<file path="src/rtl/pipe_stage_pkg.sv">
package pipe_stage_pkg;

    localparam int STAT_W = 3;

    localparam logic [STAT_W-1:0] ST_EMPTY = 3'd0;
    localparam logic [STAT_W-1:0] ST_OK    = 3'd1;
    localparam logic [STAT_W-1:0] ST_HALT  = 3'd2;
    localparam logic [STAT_W-1:0] ST_BADA  = 3'd3;
    localparam logic [STAT_W-1:0] ST_BADOP = 3'd4;
    localparam logic [STAT_W-1:0] ST_PERR  = 3'd5;

    typedef enum logic [1:0] {
        OP_LOAD  = 2'd0,
        OP_HOLD  = 2'd1,
        OP_FLUSH = 2'd2,
        OP_TRAP  = 2'd3
    } stage_op_e;

endpackage

</file>
<file path="src/rtl/stage_op_sel.sv">
module stage_op_sel
    import pipe_stage_pkg::*;
(
    input  logic      hold_req,
    input  logic      flush_req,
    input  logic      trap_q,
    output stage_op_e op
);
    always_comb begin
        if (trap_q || (hold_req && flush_req)) begin
            op = OP_TRAP;
        end else if (hold_req) begin
            op = OP_HOLD;
        end else if (flush_req) begin
            op = OP_FLUSH;
        end else begin
            op = OP_LOAD;
        end
    end
endmodule

</file>
<file path="src/rtl/stage_next_mux.sv">
module stage_next_mux
    import pipe_stage_pkg::*;
#(
    parameter int               PAY_W      = 16,
    parameter logic [PAY_W-1:0] BUBBLE_PAY = '0
) (
    input  stage_op_e         op,
    input  logic [PAY_W-1:0]  cur_pay,
    input  logic [STAT_W-1:0] cur_stat,
    input  logic [PAY_W-1:0]  new_pay,
    input  logic [STAT_W-1:0] new_stat,
    output logic [PAY_W-1:0]  nxt_pay,
    output logic [STAT_W-1:0] nxt_stat
);
    always_comb begin
        unique case (op)
            OP_HOLD: begin
                nxt_pay  = cur_pay;
                nxt_stat = cur_stat;
            end
            OP_FLUSH: begin
                nxt_pay  = BUBBLE_PAY;
                nxt_stat = ST_EMPTY;
            end
            OP_TRAP: begin
                nxt_pay  = BUBBLE_PAY;
                nxt_stat = ST_PERR;
            end
            default: begin
                nxt_pay  = new_pay;
                nxt_stat = new_stat;
            end
        endcase
    end
endmodule

</file>
<file path="src/rtl/pipe_stage_reg.sv">
module pipe_stage_reg
    import pipe_stage_pkg::*;
#(
    parameter int               PAY_W      = 16,
    parameter logic [PAY_W-1:0] BUBBLE_PAY = 16'h1FF0
) (
    input  logic              clk,
    input  logic              rst,
    input  logic              hold_req,
    input  logic              flush_req,
    input  logic [PAY_W-1:0]  pay_i,
    input  logic [STAT_W-1:0] stat_i,
    output logic [PAY_W-1:0]  pay_o,
    output logic [STAT_W-1:0] stat_o,
    output logic              trap_o
);
    typedef struct packed {
        logic [PAY_W-1:0]  pay;
        logic [STAT_W-1:0] stat;
        logic              trap;
    } slot_t;

    slot_t             slot_d, slot_q;
    stage_op_e         op;
    logic [PAY_W-1:0]  mux_pay;
    logic [STAT_W-1:0] mux_stat;

    stage_op_sel u_sel (
        .hold_req (hold_req),
        .flush_req(flush_req),
        .trap_q   (slot_q.trap),
        .op       (op)
    );

    stage_next_mux #(
        .PAY_W     (PAY_W),
        .BUBBLE_PAY(BUBBLE_PAY)
    ) u_mux (
        .op      (op),
        .cur_pay (slot_q.pay),
        .cur_stat(slot_q.stat),
        .new_pay (pay_i),
        .new_stat(stat_i),
        .nxt_pay (mux_pay),
        .nxt_stat(mux_stat)
    );

    always_comb begin
        slot_d.pay  = mux_pay;
        slot_d.stat = mux_stat;
        slot_d.trap = (op == OP_TRAP);
        if (rst) begin
            slot_d.pay  = BUBBLE_PAY;
            slot_d.stat = ST_EMPTY;
            slot_d.trap = 1'b0;
        end
    end

    always_ff @(posedge clk) begin
        slot_q <= slot_d;
    end

    assign pay_o  = slot_q.pay;
    assign stat_o = slot_q.stat;
    assign trap_o = slot_q.trap;
endmodule

</file>
<file path="config.mk">
export PLATFORM = sky130hd
export DESIGN_NAME = pipe_stage_reg
export DESIGN_NICKNAME = d
export VERILOG_FILES = /design/src/rtl/pipe_stage_pkg.sv /design/src/rtl/stage_op_sel.sv /design/src/rtl/stage_next_mux.sv /design/src/rtl/pipe_stage_reg.sv
export SDC_FILE = /design/constraint.sdc
export NUM_CORES = 1
export LEC_CHECK = 0
export CORE_UTILIZATION = 33
export DETAILED_ROUTE_END_ITERATION = 6
export GPL_ROUTABILITY_DRIVEN = 1
export GPL_TIMING_DRIVEN = 0
export PLACE_DENSITY = 0.79
export SLEW_MARGIN = 20
export SYNTH_ARGS = -nofsm -noshare
export SYNTH_HDL_FRONTEND = slang
export SYNTH_SLANG_ARGS = --single-unit
</file>
<file path="constraint.sdc">
create_clock -name clk -period 1.3 [get_ports clk]
set_clock_uncertainty 0.1 [all_clocks]
set_input_delay 0.26 -clock clk [delete_from_list [all_inputs] [get_ports clk]]
set_output_delay 0.26 -clock clk [all_outputs]
set_load 0.01 [all_outputs]
</file>
==> impl_metrics.py <==
metrics = {
    "worst_hold_path": {
        "hold_end": "trap_o$_SDFF_PP0_",
        "hold_class": "input pin to flip-flop",
        "hold-path-cell-count": 2,
        "hp-start": "rst",
    },
    "timing": {
        "min_period_over_period": 0.9489,
        "max_freq_ghz": 0.8106,
        "fin_crit_ps": 1234,
        "layout_setup_ws_ps": 66.37,
        "hold_violations": 0,
        "drv_slew": 0,
        "rsz0062_at_grt": "no",
        "tightest_slew_ps": 369.4,
        "relSlewSlack": 0.7529,
        "finalSetupViolCount": 0,
    },
    "critical_path": {
        "critPathTopFamily": "flip-flops",
        "reg2reg_from": "trap_o$_SDFF_PP0_",
        "cpPeakStageDelay_ps": 350,
        "path_cells": "clkdlybuf4s15_1",
        "worst_setup_path_start_kind": "flip-flop",
        "cp-end-kind": "primary output",
        "crit_required_ps": 940,
        "reg2regPathDepth": 4,
        "slowest_stage": "dfxtp_1",
        "rrSetupSlack_ps": 70,
        "worstPathArrival_ps": 870,
        "path_class": "flip-flop to primary output",
        "worst-path-max-fanout": 2,
        "cp_num_buf_inv": 1,
        "reg2reg_to": "pay_o[2]$_SDFFE_PP0P_",
    },
    "clock_network": {
        "cts.sinks": 20,
        "cts_tree": "yes",
        "cts_root_buf": "clkbuf_4",
        "htree_num_levels": 1,
        "cts-buffers-inserted": 3,
        "insertion_delay_ps": 290,
        "path_clk_slew_ps": 100,
        "clk_path_buf_depth": 2,
    },
    "cells_and_area": {
        "multi_input_area_sq_um": 344.1,
        "nets": 141,
        "nFillCells": 194,
        "antenna_cells": 0,
        "layout-drive-gt1-share": 0.2155,
        "seq_area_sq_um": 404.1,
        "layout_commonest_cell": "clkdlybuf4s50_1",
        "final_cells": 144,
        "final_cell_mix": "clkdlybuf4s50_1, dfxtp_1, mux2i_1",
        "syn_to_final_growth_pct": 65.95,
        "utilization": 0.5762,
    },
    "drt": {
        "wirelength_microns": 1616,
        "vias": 668,
        "wl_per_cell_microns": 11.22,
        "drt.antenna.violating_nets": 0,
        "drtIter0Drc": 0,
        "drc": 0,
        "first_pass_iters": 1,
        "vias_per_cell": 4.639,
    },
    "synthesis": {
        "synthCells": 69,
        "ys_types": 14,
        "syn-cell-area_sq_um": 760.7,
        "synthTopCellsByArea": "dfxtp_1, mux2i_1, nor2_2, nand2_1, a311oi_1",
        "synth_seq_cells": 20,
        "yosysSeqAreaShare": 0.5263,
        "synth_fp_nets": 92,
        "synth_largest_area_cell": "dfxtp_1",
        "synth_warnings": 0,
        "avgSynthCellArea_sq_um": 11.03,
        "synth_top_area_share": 0.5263,
    },
    "power": {
        "power_mw": 1.140,
        "ir_drop_uv": 569.0,
        "leakagePower_nw": 0.5335,
        "p_per_area_nw_per_um2": 903.2,
    },
    "grt": {
        "grt_pass1_wl_microns": 2711,
        "grt_usage": 0.1445,
        "grt_max_degree": 11,
        "antenna_found_initial": 0,
        "grt_pass1_vias": 672,
        "grt-ovfl-total": 0,
    },
    "run_status": {
        "status": "complete, no violations",
    },
    "floorplan": {
        "coreArea_sq_um": 2191,
        "dieWidth_microns": 50.01,
        "rows": 17,
        "die-area_sq_um": 2501,
        "io_pins": 43,
        "die_h_microns": 50.01,
        "initial_core_util": 0.3472,
    },
    "placement": {
        "hpwl_microns": 1259,
        "gp_congestion": 0.6563,
        "place_inst": 139,
        "io_buffers": 42,
        "dp_slack_ps": -394.9,
    },
    "run": {
        "max-cap-violations": 0,
    },
}
cell families after synthesis:
| kind of cell | synth area share |
|---|---|
| simple gates | 0.1826 |
| compound gates | 0.02960 |
| mux | 0.2237 |
| buf+inv | 0.03783 |
| flops | 0.5263 |
stage by stage:
step | instance area [sq um] | hold slack (ps) | setup TNS (ps)
final | 1262 | 195.4 | 0
after global routing | 1262 | 216.4 | 0
after CTS | 1229 | 382.3 | 0
after detailed placement | 1216 | 361.5 | -6644
after global placement | 1216 | 353.5 | -6125
after floorplan | 760.7 | 232.1 | 0
routing by layer:
layer | vias up | track usage | share of wire
li1 | 333 | - | -
met1 | 302 | 0.1469 | 0.44
met2 | 31 | 0.2556 | 0.49
met3 | 2 | 0.06173 | 0.067
met4 | 0 | 0.05714 | 0.0080
met5 | - | 0 | 0
state kept, by name, summed over array words and instances (netlist names):
name / count
pay_o: 16
trap_o: 1
stat_o: 3
cells in the mapped netlist:
master / instances
a311oi_1: 2
nor3_2: 1
a21oi_1: 1
nor2_2: 8
buf_6: 1
nand2_1: 9
buf_2: 2
nor2_1: 1
mux2i_1: 17
nor4b_1: 2
inv_1: 2
or3_1: 1
nand2b_2: 2
dfxtp_1: 20
power by group:
part           internal, mW  switching (mW)  total (mW)
Sequential            0.636          0.0121       0.648
Clock                 0.108           0.166       0.273
Combinational         0.132          0.0876       0.219
worst max path at each step:
stage                                   endpoint             startpoint  slack (ps)  cells after the start
after floorplan            pay_o[0]$_SDFFE_PP0P_      trap_o$_SDFF_PP0_         210                      3
after global placement     pay_o[9]$_SDFFE_PP1P_              flush_req        -340                      3
after detailed placement  stat_o[0]$_SDFFE_PP0P_               hold_req        -390                      4
after CTS                                 trap_o      trap_o$_SDFF_PP0_         0.2                      1
after global routing                    pay_o[8]  pay_o[8]$_SDFFE_PP1P_           1                      1
final                                   pay_o[9]  pay_o[9]$_SDFFE_PP1P_          70                      1
what timing repair did:
action                                  in CTS  in global routing
hold buffers                                 0                  0
hold endpoints to repair                     0                  0
setup buffers                                0                  2
endpoints found under the setup margin      38                 38
gates resized for setup                     28                 25
cell type report:
| class | count | area share |
|---|---|---|
| buffer | 3 | 0.02081 |
| clock buffer | 3 | 0.01784 |
| inverter | 2 | 0.005946 |
| multi-input combinational | 44 | 0.2725 |
| sequential | 20 | 0.3201 |
| tap | 28 | 0.02775 |
| timing repair buffer | 44 | 0.3350 |
No activity file was read; power rests on OpenSTA's default activity.
